File: config.mk
export PLATFORM = sky130hd
export DESIGN_NAME = acc_alu
export DESIGN_NICKNAME = d
export VERILOG_FILES = /design/src/rtl/acc_alu_pkg.sv /design/src/rtl/acc_addsub.sv /design/src/rtl/acc_shift8.sv /design/src/rtl/acc_bcd_adjust.sv /design/src/rtl/acc_alu.sv
export SDC_FILE = /design/constraint.sdc
export NUM_CORES = 1
export LEC_CHECK = 0
export ABC_AREA = 1
export BUFFER_PORTS_ARGS = -buffer_cell sky130_fd_sc_hd__buf_2
export CAP_MARGIN = 20
export CELL_PAD_IN_SITES_DETAIL_PLACEMENT = 2
export CELL_PAD_IN_SITES_GLOBAL_PLACEMENT = 2
export CORE_MARGIN = 2
export CORE_UTILIZATION = 34
export DETAILED_ROUTE_END_ITERATION = 8
export PLACE_DENSITY_LB_ADDON = 0.1
export SYNTH_ARGS = -nofsm -noshare
export SYNTH_HDL_FRONTEND = slang
export SYNTH_SLANG_ARGS = --single-unit
File: constraint.sdc
create_clock -name clk -period 0.8 [get_ports clk]
set_clock_uncertainty 0.15 [all_clocks]
set_input_delay 0.08 -clock clk [delete_from_list [all_inputs] [get_ports clk]]
set_output_delay 0.08 -clock clk [all_outputs]
set_load 0.01 [all_outputs]
File: src/rtl/acc_alu_pkg.sv
package acc_alu_pkg;

    localparam int BYTE_W = 8;
    localparam int WORD_W = 2 * BYTE_W;
    localparam int OP_W   = 5;
    localparam int FLAG_W = 5;

    typedef enum logic [OP_W-1:0] {
        OP_ADD  = 5'd0,
        OP_ADC  = 5'd1,
        OP_SUB  = 5'd2,
        OP_SBC  = 5'd3,
        OP_CMP  = 5'd4,
        OP_AND  = 5'd5,
        OP_OR   = 5'd6,
        OP_EOR  = 5'd7,
        OP_COM  = 5'd8,
        OP_NEG  = 5'd9,
        OP_CLR  = 5'd10,
        OP_INC  = 5'd11,
        OP_DEC  = 5'd12,
        OP_ASL  = 5'd13,
        OP_ASR  = 5'd14,
        OP_LSR  = 5'd15,
        OP_ROL  = 5'd16,
        OP_ROR  = 5'd17,
        OP_TST  = 5'd18,
        OP_MUL  = 5'd19,
        OP_SEX  = 5'd20,
        OP_DAA  = 5'd21,
        OP_ADDW = 5'd22,
        OP_SUBW = 5'd23,
        OP_CMPW = 5'd24
    } alu_op_e;

    typedef enum logic [2:0] {
        SH_ASL,
        SH_ASR,
        SH_LSR,
        SH_ROL,
        SH_ROR
    } shift_e;

    typedef struct packed {
        logic h;
        logic n;
        logic z;
        logic v;
        logic c;
    } flags_t;

    typedef struct packed {
        logic [WORD_W-1:0] res;
        logic              wr;
        flags_t            fl;
    } alu_out_t;

endpackage

File: src/rtl/acc_addsub.sv
module acc_addsub #(
    parameter int W = 8
) (
    input  logic [W-1:0] a_i,
    input  logic [W-1:0] b_i,
    input  logic         cin_i,
    input  logic         sub_i,
    output logic [W-1:0] sum_o,
    output logic         cout_o,
    output logic         ovf_o
);

    logic [W-1:0] b_eff;
    logic         c_eff;
    logic [W:0]   full;

    // Subtraction is a + ~b + ~borrow; the carry out is inverted into a borrow.
    always_comb begin
        b_eff  = sub_i ? ~b_i : b_i;
        c_eff  = sub_i ^ cin_i;
        full   = {1'b0, a_i} + {1'b0, b_eff} + {{W{1'b0}}, c_eff};
        sum_o  = full[W-1:0];
        cout_o = full[W] ^ sub_i;
        ovf_o  = (a_i[W-1] == b_eff[W-1]) && (sum_o[W-1] != a_i[W-1]);
    end

endmodule

File: src/rtl/acc_shift8.sv
module acc_shift8
    import acc_alu_pkg::*;
#(
    parameter int W = BYTE_W
) (
    input  shift_e       kind_i,
    input  logic [W-1:0] val_i,
    input  logic         cin_i,
    output logic [W-1:0] res_o,
    output logic         cout_o
);

    always_comb begin
        res_o  = val_i;
        cout_o = 1'b0;
        case (kind_i)
            SH_ASL: begin
                res_o  = {val_i[W-2:0], 1'b0};
                cout_o = val_i[W-1];
            end
            SH_ASR: begin
                res_o  = {val_i[W-1], val_i[W-1:1]};
                cout_o = val_i[0];
            end
            SH_LSR: begin
                res_o  = {1'b0, val_i[W-1:1]};
                cout_o = val_i[0];
            end
            SH_ROL: begin
                res_o  = {val_i[W-2:0], cin_i};
                cout_o = val_i[W-1];
            end
            SH_ROR: begin
                res_o  = {cin_i, val_i[W-1:1]};
                cout_o = val_i[0];
            end
            default: begin
                res_o  = val_i;
                cout_o = 1'b0;
            end
        endcase
    end

endmodule

File: src/rtl/acc_bcd_adjust.sv
module acc_bcd_adjust (
    input  logic [7:0] val_i,
    input  logic       h_i,
    input  logic       c_i,
    output logic [7:0] res_o,
    output logic       c_o
);

    logic [3:0] lo_nib;
    logic [3:0] hi_nib;
    logic       fix_lo;
    logic       fix_hi;

    always_comb begin
        lo_nib = val_i[3:0];
        hi_nib = val_i[7:4];
        fix_lo = h_i || (lo_nib > 4'd9);
        // A high nibble of 9 overflows once the low correction carries into it.
        fix_hi = c_i || (hi_nib > 4'd9) || ((hi_nib >= 4'd9) && (lo_nib > 4'd9));
        res_o  = val_i + {1'b0, fix_hi, fix_hi, 1'b0, 1'b0, fix_lo, fix_lo, 1'b0};
        c_o    = fix_hi;
    end

endmodule

File: src/rtl/acc_alu.sv
module acc_alu
    import acc_alu_pkg::*;
(
    input  logic              clk,
    input  logic              rst_n,
    input  logic [OP_W-1:0]   op_i,
    input  logic [WORD_W-1:0] x_i,
    input  logic [WORD_W-1:0] y_i,
    input  logic [FLAG_W-1:0] flags_i,
    output logic [WORD_W-1:0] res_o,
    output logic              wr_o,
    output logic [FLAG_W-1:0] flags_o
);

    alu_op_e           op;
    flags_t            fin;
    logic [BYTE_W-1:0] xb;
    logic [BYTE_W-1:0] yb;

    assign op  = alu_op_e'(op_i);
    assign fin = flags_t'(flags_i);
    assign xb  = x_i[BYTE_W-1:0];
    assign yb  = y_i[BYTE_W-1:0];

    // Byte adder/subtractor
    logic              sub8;
    logic              cin8;
    logic [BYTE_W-1:0] sum8;
    logic              co8;
    logic              ov8;

    assign sub8 = (op == OP_SUB) || (op == OP_SBC) || (op == OP_CMP);
    assign cin8 = ((op == OP_ADC) || (op == OP_SBC)) && fin.c;

    acc_addsub #(.W(BYTE_W)) i_add8 (
        .a_i    (xb),
        .b_i    (yb),
        .cin_i  (cin8),
        .sub_i  (sub8),
        .sum_o  (sum8),
        .cout_o (co8),
        .ovf_o  (ov8)
    );

    // Word adder/subtractor, no carry input
    logic              sub16;
    logic [WORD_W-1:0] sum16;
    logic              co16;
    logic              ov16;

    assign sub16 = (op == OP_SUBW) || (op == OP_CMPW);

    acc_addsub #(.W(WORD_W)) i_add16 (
        .a_i    (x_i),
        .b_i    (y_i),
        .cin_i  (1'b0),
        .sub_i  (sub16),
        .sum_o  (sum16),
        .cout_o (co16),
        .ovf_o  (ov16)
    );

    // Shifter
    shift_e            sh_kind;
    logic [BYTE_W-1:0] sh_res;
    logic              sh_c;

    always_comb begin
        case (op)
            OP_ASR:  sh_kind = SH_ASR;
            OP_LSR:  sh_kind = SH_LSR;
            OP_ROL:  sh_kind = SH_ROL;
            OP_ROR:  sh_kind = SH_ROR;
            default: sh_kind = SH_ASL;
        endcase
    end

    acc_shift8 #(.W(BYTE_W)) i_shift (
        .kind_i (sh_kind),
        .val_i  (xb),
        .cin_i  (fin.c),
        .res_o  (sh_res),
        .cout_o (sh_c)
    );

    // Decimal adjust
    logic [BYTE_W-1:0] bcd_res;
    logic              bcd_c;

    acc_bcd_adjust i_bcd (
        .val_i (xb),
        .h_i   (fin.h),
        .c_i   (fin.c),
        .res_o (bcd_res),
        .c_o   (bcd_c)
    );

    // Multiply and sign extension
    logic [WORD_W-1:0] prod;
    logic [WORD_W-1:0] sext;

    assign prod = WORD_W'(xb) * WORD_W'(yb);
    assign sext = {{(WORD_W-BYTE_W){xb[BYTE_W-1]}}, xb};

    // Next-state computation
    alu_out_t          out_d;
    alu_out_t          out_q;
    logic [BYTE_W-1:0] r8;
    logic [WORD_W-1:0] r16;
    logic              byte_nz;
    logic              word_nz;

    always_comb begin
        out_d    = '0;
        out_d.fl = fin;
        out_d.wr = 1'b1;
        r8       = '0;
        r16      = '0;
        byte_nz  = 1'b1;
        word_nz  = 1'b0;
        case (op)
            OP_ADD, OP_ADC: begin
                r8         = sum8;
                out_d.fl.h = xb[4] ^ yb[4] ^ sum8[4];
                out_d.fl.v = ov8;
                out_d.fl.c = co8;
            end
            OP_SUB, OP_SBC, OP_CMP: begin
                r8         = sum8;
                out_d.fl.v = ov8;
                out_d.fl.c = co8;
                out_d.wr   = (op != OP_CMP);
            end
            OP_AND: begin
                r8         = xb & yb;
                out_d.fl.v = 1'b0;
            end
            OP_OR: begin
                r8         = xb | yb;
                out_d.fl.v = 1'b0;
            end
            OP_EOR: begin
                r8         = xb ^ yb;
                out_d.fl.v = 1'b0;
            end
            OP_COM: begin
                r8         = ~xb;
                out_d.fl.v = 1'b0;
                out_d.fl.c = 1'b1;
            end
            OP_NEG: begin
                r8         = BYTE_W'(0) - xb;
                out_d.fl.v = (xb == {1'b1, {(BYTE_W-1){1'b0}}});
                out_d.fl.c = (xb != '0);
            end
            OP_CLR: begin
                r8         = '0;
                out_d.fl.v = 1'b0;
                out_d.fl.c = 1'b0;
            end
            OP_INC: begin
                r8         = xb + BYTE_W'(1);
                out_d.fl.v = (xb == {1'b0, {(BYTE_W-1){1'b1}}});
            end
            OP_DEC: begin
                r8         = xb - BYTE_W'(1);
                out_d.fl.v = (xb == {1'b1, {(BYTE_W-1){1'b0}}});
            end
            OP_ASL, OP_ASR, OP_LSR, OP_ROL, OP_ROR: begin
                r8         = sh_res;
                out_d.fl.c = sh_c;
                out_d.fl.v = sh_res[BYTE_W-1] ^ sh_c;
            end
            OP_TST: begin
                r8         = xb;
                out_d.fl.v = 1'b0;
                out_d.wr   = 1'b0;
            end
            OP_MUL: begin
                r16        = prod;
                byte_nz    = 1'b0;
                out_d.fl.z = (prod == '0);
                out_d.fl.c = prod[BYTE_W-1];
            end
            OP_SEX: begin
                r16     = sext;
                byte_nz = 1'b0;
                word_nz = 1'b1;
            end
            OP_DAA: begin
                r8         = bcd_res;
                out_d.fl.c = bcd_c;
            end
            OP_ADDW, OP_SUBW, OP_CMPW: begin
                r16        = sum16;
                byte_nz    = 1'b0;
                word_nz    = 1'b1;
                out_d.fl.v = ov16;
                out_d.fl.c = co16;
                out_d.wr   = (op != OP_CMPW);
            end
            default: begin
                byte_nz  = 1'b0;
                out_d.wr = 1'b0;
            end
        endcase

        if (byte_nz) begin
            out_d.res  = {{(WORD_W-BYTE_W){1'b0}}, r8};
            out_d.fl.n = r8[BYTE_W-1];
            out_d.fl.z = (r8 == '0);
        end else begin
            out_d.res = r16;
            if (word_nz) begin
                out_d.fl.n = r16[WORD_W-1];
                out_d.fl.z = (r16 == '0);
            end
        end
    end

    always_ff @(posedge clk or negedge rst_n) begin
        if (!rst_n) begin
            out_q <= '0;
        end else begin
            out_q <= out_d;
        end
    end

    assign res_o   = out_q.res;
    assign wr_o    = out_q.wr;
    assign flags_o = out_q.fl;

endmodule

==> flow_summary.rst, run 1 <==
.. list-table::
   :header-rows: 1

   * - Metric
     - Value
   * - Synth area leaders
     - sky130_fd_sc_hd__ha_1, sky130_fd_sc_hd__nand2_1, sky130_fd_sc_hd__fa_1
   * - FP Rows
     - 50
   * - Share of the yosys chip area belonging to registers
     - between 8 and 9%
   * - Final HPWL DP
     - between 30 and 40 mm
   * - Total of flip-flops plus latches after synthesis
     - 22
   * - Library cells used by synthesis
     - 46
   * - Total standard cell area after synthesis
     - approximately 6400 sq um
   * - Ports
     - 66
   * - Final GP Congestion
     - about 0.92
   * - Fraction of registers with async set or reset after synthesis
     - 100%
   * - Mean instance size in the synthesized netlist
     - 6.41 sq um
   * - Die extent in x
     - 141 um
   * - Post-synth EDFFs
     - 0
   * - Primary FF master, synth
     - sky130_fd_sc_hd__dfrtp_1
   * - Cell type with the largest total area after synthesis
     - sky130_fd_sc_hd__ha_1
   * - Last stage the flow got to
     - detailed placement (3_5_place_dp)
   * - Area fraction in and, or, nand and nor cells after synthesis
     - roughly 30%
   * - Main combinational cell family by area after synthesis
     - simple AND/OR/NAND/NOR gates
   * - Share of the synthesized netlist area taken by xor and xnor gates
     - about 6.0%
   * - Die Height
     - 141 um
   * - Yosys Warn Count
     - 0
   * - Mapped Nets
     - 1,165
   * - Mapped Cells
     - around 1,000
   * - Error that stopped the run
     - [ERROR DPL-0033] detailed placement checks failed during check placement.
   * - Initial standard-cell utilization of the core
     - between 30% and 40%
   * - Status
     - aborted with a tool error
   * - Multiplexer share of the synthesized area
     - 0%
   * - Share of synthesized cell area in full adder, half adder and majority cells
     - 29.8%
   * - Synthesized-area fraction occupied by ao, oa, aoi and oai cells
     - roughly 13%
   * - Proportion of netlist area held by the largest area contributor
     - between 10% and 20%
   * - Number of buffers added on ports
     - 65
## cell usage after synthesis (all sizes together) (3+ instances only)
library cell and n:
xnor2 6, a31oi 4, inv 188, o21ai 54, o22ai 9, nand3b 3
dfrtp 22, nor3 18, or2 12, fa 41, buf 8, o2111ai 5
o21bai 3, ha 86, nand2 233, nor4 3, nand4 17, nand3 63
clkbuf 17, xor2 38, a21oi 53, nor2 89, clkinv 3, a211oi 4
## per-stage QoR
stage             setup WS [ns]  hold slack [ns]  TNS, ns
global placement          -3.49           -0.108   -61.63
floorplan                 -3.14           -0.366   -49.78
## kinds of logic after synthesis
| logic type | after synthesis |
|---|---|
| buf+inv | 216 |
| fa+ha+maj | 127 |
| xor+xnor | 44 |
| compound gates | 142 |
| flops | 22 |
| simple gates | 443 |
==> run 2: changes to the inputs <==
CELL_PAD_IN_SITES_DETAIL_PLACEMENT = unset   (was 2)
CELL_PAD_IN_SITES_GLOBAL_PLACEMENT = unset   (was 2)
CORE_UTILIZATION = 40   (was 34)
PLACE_DENSITY_LB_ADDON = 0.15   (was 0.1)
==> run 2 against run 1 <==
  * Synthesized cell count unchanged
  * Area after synthesis unchanged
  * The flow now finishes, with violations (negative hold slack, negative setup slack)
==> flow_summary.rst, run 2 <==
.. list-table::
   :header-rows: 1

   * - Metric
     - Value
   * - Status
     - finished with violations
   * - Violated checks
     - negative hold slack, negative setup slack
   * - Yosys Warn Count
     - 0 (unchanged)
   * - Worst hold slack after final layout
     - -0.0705 ns
   * - Critical-path cell list
     - buf_8 > ha_4 > inv_4 > fa_1 > fa_2 > fa_1 > fa_1 > inv_2 > ha_4 > buf_4 > nand3_1 > nand3_2 > nand3_2 > nand2_1 > or2_4 > a21oi_1 > nand3_1 > nand2_1 > nand2_1 > nand2_1 > nand2_1 > nand2_1
   * - Clock buffer depth
     - 2
   * - RSZ-0062 raised after global routing
     - true
   * - Cell type with the largest total area after synthesis
     - sky130_fd_sc_hd__ha_1
   * - Capturing element type of the critical path
     - register
   * - Kind of path behind the tightest hold check
     - in2reg
   * - Synthesis-to-finish area growth
     - 70.5%
   * - Core box area
     - around 16,000 sq um
   * - Cell with the most instances after synthesis
     - sky130_fd_sc_hd__nand2_1
   * - Total of flip-flops plus latches after synthesis
     - 22 (unchanged)
   * - Number of setup violations in the final report
     - 44
   * - CP Class
     - in2reg
   * - Mapped Nets
     - 1,165 (unchanged)
   * - Slew margin rel.
     - 69.4%
   * - CP dominant cell by count
     - sky130_fd_sc_hd__nand2_1
   * - Power per unit of standard cell area
     - roughly 1400 nW/um^2
   * - FP Rows
     - 46 (-8.0%)
   * - DR DRC count
     - 0
   * - Count of maximum capacitance violations
     - 0
   * - Remaining antenna violation count after routing
     - 0
   * - Crit share post-route
     - 490%
   * - Setup crit start
     - y_i[4]
   * - Final core area utilization
     - roughly 69%
   * - Peak clock frequency supported by timing
     - roughly 0.26 GHz
   * - Number of buffers added on ports
     - 65 (unchanged)
   * - Die extent in x
     - 130 um (-7.6%)
   * - Total congestion overflow
     - 0
   * - Clock-pin slew of the registers on the worst-case setup and hold paths
     - about 0.05 ns
   * - Mapped Cells
     - 994 (unchanged)
   * - Initial standard-cell utilization of the core
     - 40.6% (+6.1 points)
   * - Clock H-tree levels
     - 1
   * - WL per Instance
     - ~15 um
   * - Tot GR Track Use
     - between 20% and 30%
   * - Clk Tree Root Cell
     - sky130_fd_sc_hd__clkbuf_16
   * - DR iter-0 viols
     - 450
   * - CP max stage delay
     - just under 0.6 ns
   * - Commonest non-fill, non-tap cell in the layout
     - sky130_fd_sc_hd__buf_4
   * - Antenna violations before repair
     - 0
   * - Fraction of layout cells with a size suffix above 1
     - between 40 and 50%
   * - # hold bufs at CTS
     - 1
   * - Layout Cell Area excl Fill
     - around 11,000 sq um
   * - Post-synth EDFFs
     - 0 (unchanged)
   * - Fraction of registers with async set or reset after synthesis
     - 100% (unchanged)
   * - Final GP Congestion
     - 1.02 (+11%)
   * - Count of final max-slew check failures
     - 0
   * - Peak ir drop on the vdd network
     - ~1200 uV
   * - Biggest fanout along the worst timing path
     - 3
   * - Proportion of netlist area held by the largest area contributor
     - 16.9% (unchanged)
   * - Total placed instance area
     - about 9000 sq um
   * - Total clock sinks
     - 22
   * - Wire length of the first global-routing pass
     - roughly 38 mm
   * - Primary FF master, synth
     - sky130_fd_sc_hd__dfrtp_1
   * - Highest-count cells in the layout ignoring fill and taps
     - sky130_fd_sc_hd__buf_4, sky130_fd_sc_hd__nand2_1, sky130_fd_sc_hd__inv_1, sky130_fd_sc_hd__ha_1, sky130_fd_sc_hd__nor2_1
   * - Fin nets
     - 1,499
   * - Standby leakage power
     - 5.77 nW
   * - Pin count of the biggest net entering global routing
     - 23
   * - Diodes inserted
     - 0
   * - Die Height
     - 130 um (-7.6%)
   * - Master of the slowest instance on the critical path
     - sky130_fd_sc_hd__fa_2
   * - Mean instance size in the synthesized netlist
     - 6.41 sq um (unchanged)
   * - Clock buffers created by TritonCTS
     - 3
   * - Library cells used by synthesis
     - 46 (unchanged)
   * - Total standard cell area after synthesis
     - 6370 sq um (unchanged)
   * - DRT Pass-1 Iters
     - 5
   * - Post-DR vias/cell
     - 4.98
   * - Worst hold start
     - flags_i[1]
   * - Die area
     - about 17,000 sq um
   * - Final HPWL DP
     - 19.3 mm (-37%)
   * - Required time of the critical path
     - around 0.83 ns
   * - Ports
     - 66 (unchanged)
   * - Via count
     - between 7,000 and 8,000
   * - Clock tree from TritonCTS
     - yes
   * - Kind of launch point of the worst setup path
     - input port
   * - Synth area leaders
     - sky130_fd_sc_hd__ha_1, sky130_fd_sc_hd__nand2_1, sky130_fd_sc_hd__fa_1
   * - Flip-flop count of the largest register, all copies and words added
     - 16
   * - Tmin final
     - approximately 4 ns
   * - Data arrival time of the worst path
     - 3.95 ns
   * - Actual slew at the worst max-slew pin
     - roughly 0.46 ns
   * - Final hold viol count
     - 2
   * - Critical Path End
     - flags_o[2]
   * - Most frequent cells after synthesis
     - sky130_fd_sc_hd__nand2_1, sky130_fd_sc_hd__inv_1, sky130_fd_sc_hd__ha_1
   * - Post-placement worst setup slack
     - -3.45 ns
   * - Wirelength, routed
     - 23.8 mm
   * - Setup slack of the critical path after layout
     - -3.12 ns
   * - Share of the yosys chip area belonging to registers
     - 8.64% (unchanged)
   * - Via count of the first global-routing pass
     - between 7,000 and 8,000
[run 2: worst min-delay path by stage]
stage                       to  slack (ns)  cells after the start
finish              flags_o[1]       -0.07                      3
global route        flags_o[1]       -0.06                      3
CTS                 flags_o[1]       -0.09                      3
detailed placement  flags_o[1]       -0.13                      2
global placement    flags_o[1]       -0.13                      2
floorplan           flags_o[0]       -0.37                      0
[run 2: area by class of cell]
cell class / count / area [sq um]
well taps: 216 / 270
multi-input cells: 756 / 6180
repair buffers: 354 / 3000
clock buffers: 3 / 75.1
fillers: 1322 / 4850
inverters: 191 / 788
flip-flops and latches: 22 / 551
[run 2: worst max-delay path, delay by kind of cell]
family	cells	cell delay, ns
buffers and inverters	4	0.35
AOI/OAI and AO/OA	1	0.15
adders and majority gates	6	2.32
and+or+nand+nor	11	1.02
[run 2: metal layers]
metal	GRT usage, %	part of all wire [%]
met5	0	0
met4	6.58	2.6
met3	3.53	6.1
met2	48.7	47
met1	37.6	44
[run 2: power breakdown]
group          internal (mW)  total [mW]  switching [mW]
combinational           6.22        12.7            6.44
sequential              1.28        1.34          0.0541
clock                  0.657       0.983           0.326
total                   8.16        15.0            6.82
[run 2: logic make-up (layout without fill, tap and decap cells)]
group | Yosys count | count (layout) | share of synthesized area [%]
and+or+nand+nor | 443 | 443 | 29.9
AOI/OAI and AO/OA | 142 | 142 | 12.7
adders and majority gates | 127 | 127 | 29.8
DFF | 22 | 22 | 8.64
buffers and inverters | 216 | 548 | 13.0
xor gates and xnor gates | 44 | 44 | 6.05
[run 2: what timing repair did]
action | CTS | global route
setup buffers | 25 | 22
endpoints found under the hold margin | 24 | 2
cloned | 0 | 0
pin swaps | 92 | 105
setup endpoints to repair | 44 | 44
gates resized for setup | 196 | 139
[run 2: stage by stage]
step	power, mW	hold slack [ns]	TNS, ns	std cells
after global routing	16.3	-0.0615	-59.40	1542
after detailed placement	11.5	-0.130	-61.24	1499
after global placement	11.4	-0.131	-60.72	1499
final	15.0	-0.0705	-55.91	1542
after floorplan	7.89	-0.366	-49.78	994
after CTS	13.8	-0.0871	-55.77	1524
(Power assumes the default switching activity.)
==> run 3: changes to the inputs <==
MAX_ROUTING_LAYER = met4   (was unset)
SETUP_SLACK_MARGIN = 0.2   (was unset)
==> run 3 against run 2 <==
  * The run still ends with negative hold slack, negative setup slack left
  * Power rose by 7.9%
  * Routed wire length is 3.6% higher
  * Sequential share of layout area fell by 0.098 points
  * Global-route usage up 1.5 points
  * Worst hold slack worse by 0.011 ns
  * Cell count increased by 2.0%
==> flow_summary.rst, run 3 (same netlist as run 2, synthesis figures left out) <==
.. list-table::
   :header-rows: 1

   * - Metric
     - Value
   * - Antenna violations before repair
     - 0 (unchanged)
   * - Worst hold start
     - flags_i[1]
   * - Final hold viol count
     - 3 (+1)
   * - Kind of launch point of the worst setup path
     - input port
   * - Via count of the first global-routing pass
     - 7,675 (+2.8%)
   * - Diodes inserted
     - 0 (unchanged)
   * - Final GP Congestion
     - 1.02 (+0.24%)
   * - Flip-flop count of the largest register, all copies and words added
     - 16 (unchanged)
   * - Die Height
     - 130 um (unchanged)
   * - Biggest fanout along the worst timing path
     - 4 (+1)
   * - WL per Instance
     - 15.7 um (+1.5%)
   * - Master of the slowest instance on the critical path
     - sky130_fd_sc_hd__fa_1
   * - Post-placement worst setup slack
     - -3.47 ns (-0.0181 ns)
   * - Worst Hold Endpoint
     - flags_o[1]
   * - Data arrival time of the worst path
     - 3.87 ns (-0.08 ns)
   * - Critical-path cell list
     - buf_8 > buf_6 > nand2_1 > fa_1 > fa_1 > fa_1 > inv_1 > fa_1 > ha_4 > nand2_2 > nor3_4 > nand2_2 > nand2_4 > nand4_1 > nand2_1 > xor2_2 > nand2_1 > nand4_1 > nor2_1 > nand3_1 > nand2_1 > nand2_1 > nand2_1
   * - Clk Tree Root Cell
     - sky130_fd_sc_hd__clkbuf_16
   * - Setup crit start
     - y_i[4]
   * - RSZ-0062 raised after global routing
     - true
   * - Number of buffers added on ports
     - 65 (unchanged)
   * - Total Negative Setup Slacks
     - -56.62 ns (-0.703 ns)
   * - Peak clock frequency supported by timing
     - 0.258 GHz (+0.90%)
   * - Violated checks
     - negative hold slack, negative setup slack
   * - Tmin final
     - 3.88 ns (-0.0349 ns)
   * - Initial standard-cell utilization of the core
     - 40.6% (unchanged)
   * - FP Rows
     - 46 (unchanged)
   * - Total clock sinks
     - 22 (unchanged)
   * - Post-DR vias/cell
     - 4.99 (+0.19%)
   * - Actual slew at the worst max-slew pin
     - 0.468 ns (+0.0111 ns)
   * - Die area
     - 17,000 sq um (unchanged)
   * - Setup slack of the critical path after layout
     - -3.08 ns (+0.0349 ns)
   * - Ports
     - 66 (unchanged)
   * - DR iter-0 viols
     - 501 (+11%)
   * - Count of final max-slew check failures
     - 0 (unchanged)
   * - Power per unit of standard cell area
     - 1460 nW/um^2 (+5.8%)
   * - Final cell count without fillers
     - 1,573 (+2.0%)
   * - Highest-count cells in the layout ignoring fill and taps
     - sky130_fd_sc_hd__buf_4, sky130_fd_sc_hd__nand2_1, sky130_fd_sc_hd__inv_1, sky130_fd_sc_hd__nor2_1
   * - Cell depth of the worst min-delay path
     - 3 (unchanged)
   * - Standby leakage power
     - 5.93 nW (+2.8%)
   * - Clock buffer depth
     - 2 (unchanged)
   * - Required time of the critical path
     - 0.79 ns (-0.04 ns)
   * - Fin nets
     - 1,529 (+2.0%)
   * - Wirelength, routed
     - 24.7 mm (+3.6%)
   * - Fraction of layout cells with a size suffix above 1
     - 45.2% (-0.53 points)
   * - Pin count of the biggest net entering global routing
     - 23 (unchanged)
   * - Clock-pin slew of the registers on the worst-case setup and hold paths
     - 0.05 ns (about the same)
   * - Total congestion overflow
     - 0 (unchanged)
   * - Core box area
     - 15,700 sq um (unchanged)
   * - CP Class
     - in2reg
   * - Kind of path behind the tightest hold check
     - in2reg
   * - Via count
     - 7,848 (+2.2%)
   * - CP max stage delay
     - 0.52 ns (-0.06 ns)
   * - Final HPWL DP
     - 19.4 mm (+0.34%)
   * - Tot GR Track Use
     - 29.7% (+1.5 points)
   * - Worst hold slack after final layout
     - -0.0813 ns (-0.0108 ns)
   * - Crit share post-route
     - 485% (-4.4 points)
   * - Remaining antenna violation count after routing
     - 0 (unchanged)
   * - Layout Cell Area excl Fill
     - 11,100 sq um (+2.0%)
   * - CP dominant cell by count
     - sky130_fd_sc_hd__nand2_1
   * - Commonest non-fill, non-tap cell in the layout
     - sky130_fd_sc_hd__buf_4
   * - Synthesis-to-finish area growth
     - 73.9%
   * - Count of maximum capacitance violations
     - 0 (unchanged)
   * - Capturing element type of the critical path
     - register
   * - Total placed instance area
     - 9180 sq um (+0.66%)
   * - Peak ir drop on the vdd network
     - 1480 uV (+21%)
   * - # hold bufs at CTS
     - 1 (unchanged)
   * - Status
     - finished with violations
   * - Number of fillers in the final layout
     - 1,310 (-0.91%)
   * - Die extent in x
     - 130 um (unchanged)
   * - Clock tree from TritonCTS
     - yes
   * - Wire length of the first global-routing pass
     - 38.1 mm (+1.4%)
   * - DRT Pass-1 Iters
     - 7 (+2)
   * - Clock buffers created by TritonCTS
     - 3 (unchanged)
   * - Slew margin rel.
     - 68.7% (-0.66 points)
   * - DR DRC count
     - 0 (unchanged)
   * - Clock H-tree levels
     - 1 (unchanged)
   * - Number of setup violations in the final report
     - 44 (unchanged)
   * - Cell count after placement
     - 1,507 (+0.53%)
==> run 3: cell types whose count changed in the layout (fill, tap and decap cells not counted), sizes merged <==
cell / delta
clkinv: +1
inv: +1
clkbuf: +1
buf: +28
==> run 3: how the worst max path moves through the flow <==
stage / end / depth (start not counted)
detailed placement: flags_o[2] / 22
CTS: flags_o[2] / 28
global placement: flags_o[2] / 22
floorplan: flags_o[2] / 25
finish: flags_o[2] / 23
global route: flags_o[2] / 24
==> run 3: power breakdown <==
| group | total (mW) | internal (mW) | switching (mW) |
|---|---|---|---|
| Sequential | 1.33 | 1.28 | 0.0459 |
| Combinational | 13.5 | 6.73 | 6.76 |
| Clock | 1.35 | 0.992 | 0.358 |
| Total | 16.2 | 9.00 | 7.16 |
==> run 3: routing by layer <==
layer  vias up  GRT usage [%]  wire length [um]  part of all wire (%)
met1      3624           38.2             10600                    43
met2       272           49.9             11700                    48
met5         -              -                 0                     0
li1       3896              -                 -                     -
met3        56           4.10              1620                   6.6
met4         0           6.70               708                   2.9
==> run 3: stage by stage <==
| step | power, mW | util [%] |
|---|---|---|
| 6_report | 16.2 | 70.5 |
| 5_1_grt | 17.5 | 70.5 |
| 4_1_cts | 14.5 | 66.1 |
| 3_5_place_dp | 11.6 | 58.4 |
| 3_3_place_gp | 11.5 | 58.4 |
| 2_1_floorplan | 7.89 | - |
==> run 3: critical path, delay by kind of cell <==
family / cells / cell delay (ns)
fa+ha+maj: 5 / 2.26
xor+xnor: 1 / 0.16
simple gates: 14 / 1.08
buf+inv: 3 / 0.27
==> run 3: repair_timing <==
| action | 4_1_cts | 5_1_grt |
|---|---|---|
| cloned | 1 | 1 |
| hold endpoints to repair | 25 | 2 |
| endpoints found under the setup margin | 44 | 52 |
| gates resized for setup | 206 | 114 |
| pin swaps | 84 | 51 |
| setup buffers | 38 | 21 |
==> run 3: final cells by class <==
type | count | area (sq um) | area share, %
tap | 216 | 270 | 2.44
timing repair buffer | 383 | 3290 | 29.7
timing repair inverter | 1 | 3.75 | 0.0339
inverter | 191 | 774 | 6.99
clock buffer | 3 | 75.1 | 0.678
sequential | 22 | 551 | 4.97
clock inverter | 1 | 30.0 | 0.271
multi-input combinational | 756 | 6090 | 55.0
==> run 4: changes to the inputs <==
SETUP_SLACK_MARGIN = 0.05   (was 0.2)
==> run 4 against run 3 <==
  * The flow still finishes with violations (negative hold slack, negative setup slack)
  * Clock-buffer cell count unchanged
  * Worst setup slack lost 0.016 ns
  * Worst hold slack lost 0.0023 ns
  * Combinational power is essentially flat
  * Sequential power is essentially flat
  * Critical path type unchanged
  * Critical endpoint unchanged
==> flow_summary.rst, run 4 (same netlist as run 2, synthesis figures left out) <==
.. list-table::
   :header-rows: 1

   * - Metric
     - Value
   * - Status
     - finished with violations
   * - Violated checks
     - negative hold slack, negative setup slack
   * - Commonest non-fill, non-tap cell in the layout
     - sky130_fd_sc_hd__buf_4
   * - Final hold viol count
     - 3 (unchanged)
   * - Die Height
     - 130 um (unchanged)
   * - Count of final max-slew check failures
     - 0 (unchanged)
   * - Number of cells on the critical path
     - 24 (+4.3%)
   * - Power consumption
     - 16.1 mW (-0.19%)
   * - Share of total power in sequential cells
     - 8.2% (about the same)
   * - Power per unit of standard cell area
     - 1450 nW/um^2 (-0.89%)
   * - Cell count after placement
     - 1,507 (unchanged)
   * - DRT Pass-1 Iters
     - 5 (-2)
   * - Master of the slowest instance on the critical path
     - sky130_fd_sc_hd__fa_1
   * - Count of maximum capacitance violations
     - 0 (unchanged)
   * - Number of buffers added on ports
     - 65 (unchanged)
   * - Required time of the critical path
     - 0.84 ns (+0.05 ns)
   * - Pin count of the biggest net entering global routing
     - 23 (unchanged)
   * - Via count of the first global-routing pass
     - 7,609 (-0.86%)
   * - Crit share post-route
     - 487% (+2.0 points)
   * - Total clock sinks
     - 22 (unchanged)
   * - Final cell count without fillers
     - 1,573 (unchanged)
   * - Switching part of the total
     - 44.5% (+0.20 points)
   * - Number of setup violations in the final report
     - 44 (unchanged)
   * - CP dominant cell by count
     - sky130_fd_sc_hd__nand2_1
   * - Internal power contribution
     - 8.95 mW (-0.56%)
   * - Cell depth of the worst min-delay path
     - 3 (unchanged)
   * - Highest-count cells in the layout ignoring fill and taps
     - sky130_fd_sc_hd__buf_4, sky130_fd_sc_hd__nand2_1, sky130_fd_sc_hd__inv_1, sky130_fd_sc_hd__ha_1, sky130_fd_sc_hd__nor2_1
   * - Final GP Congestion
     - 1.02 (unchanged)
   * - Setup slack of the critical path after layout
     - -3.10 ns (-0.0157 ns)
   * - Total placed instance area
     - 9180 sq um (unchanged)
   * - Sw power
     - 7.18 mW (+0.27%)
   * - Clock-pin slew of the registers on the worst-case setup and hold paths
     - 0.05 ns (about the same)
   * - Wire length of the first global-routing pass
     - 38.1 mm (-0.11%)
   * - Clk Tree Root Cell
     - sky130_fd_sc_hd__clkbuf_16
   * - FP Rows
     - 46 (unchanged)
   * - Tmin final
     - 3.90 ns (+0.0157 ns)
   * - Standby leakage power
     - 5.96 nW (+0.50%)
   * - Total congestion overflow
     - 0 (unchanged)
   * - Dominant delay contributor by cell family on the critical path
     - adder cells
   * - Clock buffers created by TritonCTS
     - 3 (unchanged)
   * - Diodes inserted
     - 0 (unchanged)
   * - Core box area
     - 15,700 sq um (unchanged)
   * - Ports
     - 66 (unchanged)
   * - Layout Cell Area excl Fill
     - 11,200 sq um (+0.70%)
   * - Critical-path cell list
     - buf_12 > buf_6 > ha_4 > fa_2 > fa_1 > ha_4 > inv_2 > fa_1 > inv_2 > ha_4 > a21oi_4 > nand2_2 > nand4_1 > nand3_2 > nand3_2 > nand2_1 > or2_4 > a21oi_1 > nand3_1 > nand2_1 > nand2_1 > nand2_1 > nand2_1 > nand2_1
   * - Remaining antenna violation count after routing
     - 0 (unchanged)
   * - Data arrival time of the worst path
     - 3.94 ns (+0.07 ns)
   * - Actual slew at the worst max-slew pin
     - 0.475 ns (+0.00642 ns)
   * - Via count
     - 7,849 (+0.013%)
   * - Kind of launch point of the worst setup path
     - input port
   * - Slew margin rel.
     - 68.2% (-0.51 points)
   * - Clock H-tree levels
     - 1 (unchanged)
   * - Kind of path behind the tightest hold check
     - in2reg
   * - CP Class
     - in2reg
   * - DR iter-0 viols
     - 577 (+15%)
   * - Peak clock frequency supported by timing
     - 0.257 GHz (-0.40%)
   * - Initial standard-cell utilization of the core
     - 40.6% (unchanged)
   * - Final HPWL DP
     - 19.4 mm (unchanged)
   * - Fraction of layout cells with a size suffix above 1
     - 45.9% (+0.66 points)
   * - Biggest fanout along the worst timing path
     - 6 (+2)
   * - Clock buffer depth
     - 2 (unchanged)
   * - Fin nets
     - 1,529 (unchanged)
   * - Final core area utilization
     - 71.0% (+0.49 points)
   * - WL per Instance
     - 15.7 um (+0.33%)
   * - Post-DR vias/cell
     - 4.99 (about the same)
   * - Tot GR Track Use
     - 29.7% (-0.051 points)
   * - Clock tree from TritonCTS
     - yes
   * - Peak ir drop on the vdd network
     - 1410 uV (-4.6%)
   * - Flip-flop count of the largest register, all copies and words added
     - 16 (unchanged)
   * - Antenna violations before repair
     - 0 (unchanged)
   * - Die area
     - 17,000 sq um (unchanged)
   * - Number of buffers and inverters on the critical path
     - 4 (+1)
   * - CP max stage delay
     - 0.51 ns (about the same)
   * - # hold bufs at CTS
     - 1 (unchanged)
   * - Worst hold slack after final layout
     - -0.0837 ns (-0.00231 ns)
   * - Capturing element type of the critical path
     - register
   * - Logic gate share of total power
     - 83.4% (about the same)
   * - RSZ-0062 raised after global routing
     - true
   * - DR DRC count
     - 0 (unchanged)
   * - Synthesis-to-finish area growth
     - 75.1%
   * - Clock share of power
     - 8.4% (about the same)
   * - Die extent in x
     - 130 um (unchanged)
   * - Wirelength, routed
     - 24.8 mm (+0.33%)
-- run 4: power by group through the flow --
stage / Clock [mW] / Combinational [mW] / Sequential [mW]
floorplan: 0 / 6.45 / 1.44
global placement: 0 / 10.2 / 1.33
detailed placement: 0 / 10.3 / 1.33
CTS: 1.37 / 12.1 / 1.31
global route: 1.42 / 14.7 / 1.35
finish: 1.35 / 13.5 / 1.33
-- run 4: worst paths after layout --
| check | from | endpoint |
|---|---|---|
| setup / recovery | x_i[2] | flags_o[2] |
| hold / removal | flags_i[1] | flags_o[1] |
| max in group asynchronous | rst_n | res_o[4] |
| min in group asynchronous | rst_n | flags_o[1] |
-- run 4: tightest hold or removal path: cells and delay by family --
| kind | cells | cell delay, ns |
|---|---|---|
| buffers and inverters | 1 | 0.08 |
| and+or+nand+nor | 2 | 0.12 |
-- run 4: area by class of cell --
| cell class | instances | area, sq um |
|---|---|---|
| Tap cell | 216 | 270 |
| Sequential cell | 22 | 551 |
| Clock buffer | 3 | 75.1 |
| Fill cell | 1293 | 4560 |
| Timing Repair inverter | 1 | 3.75 |
| Timing Repair Buffer | 383 | 3270 |
| Multi-Input combinational cell | 756 | 6170 |
| Clock inverter | 1 | 30.0 |
| Inverter | 191 | 785 |
-- run 4: stage by stage --
step           TNS [ns]  worst slack [ns]
2_1_floorplan    -49.78             -3.14
3_3_place_gp     -60.89             -3.40
3_5_place_dp     -61.55             -3.47
4_1_cts          -56.17             -3.05
5_1_grt          -59.87             -3.27
6_report         -56.51             -3.10
-- run 4: timing repair --
| item | CTS | global route |
|---|---|---|
| cloned | 1 | 0 |
| setup endpoints to repair | 44 | 44 |
| setup buffers | 41 | 29 |
| gates resized for setup | 220 | 116 |
| pin swaps | 91 | 52 |
| hold endpoints to repair | 25 | 2 |
-- run 4: per-layer routing --
layer / global-route usage [%] / wire, um / vias up / share of wire, %
li1: - / - / 3904 / -
met1: 38.8 / 10800 / 3650 / 44
met2: 49.5 / 12000 / 253 / 48
met3: 3.53 / 1460 / 42 / 5.9
met4: 6.33 / 488 / 0 / 2.0
met5: - / 0 / - / 0
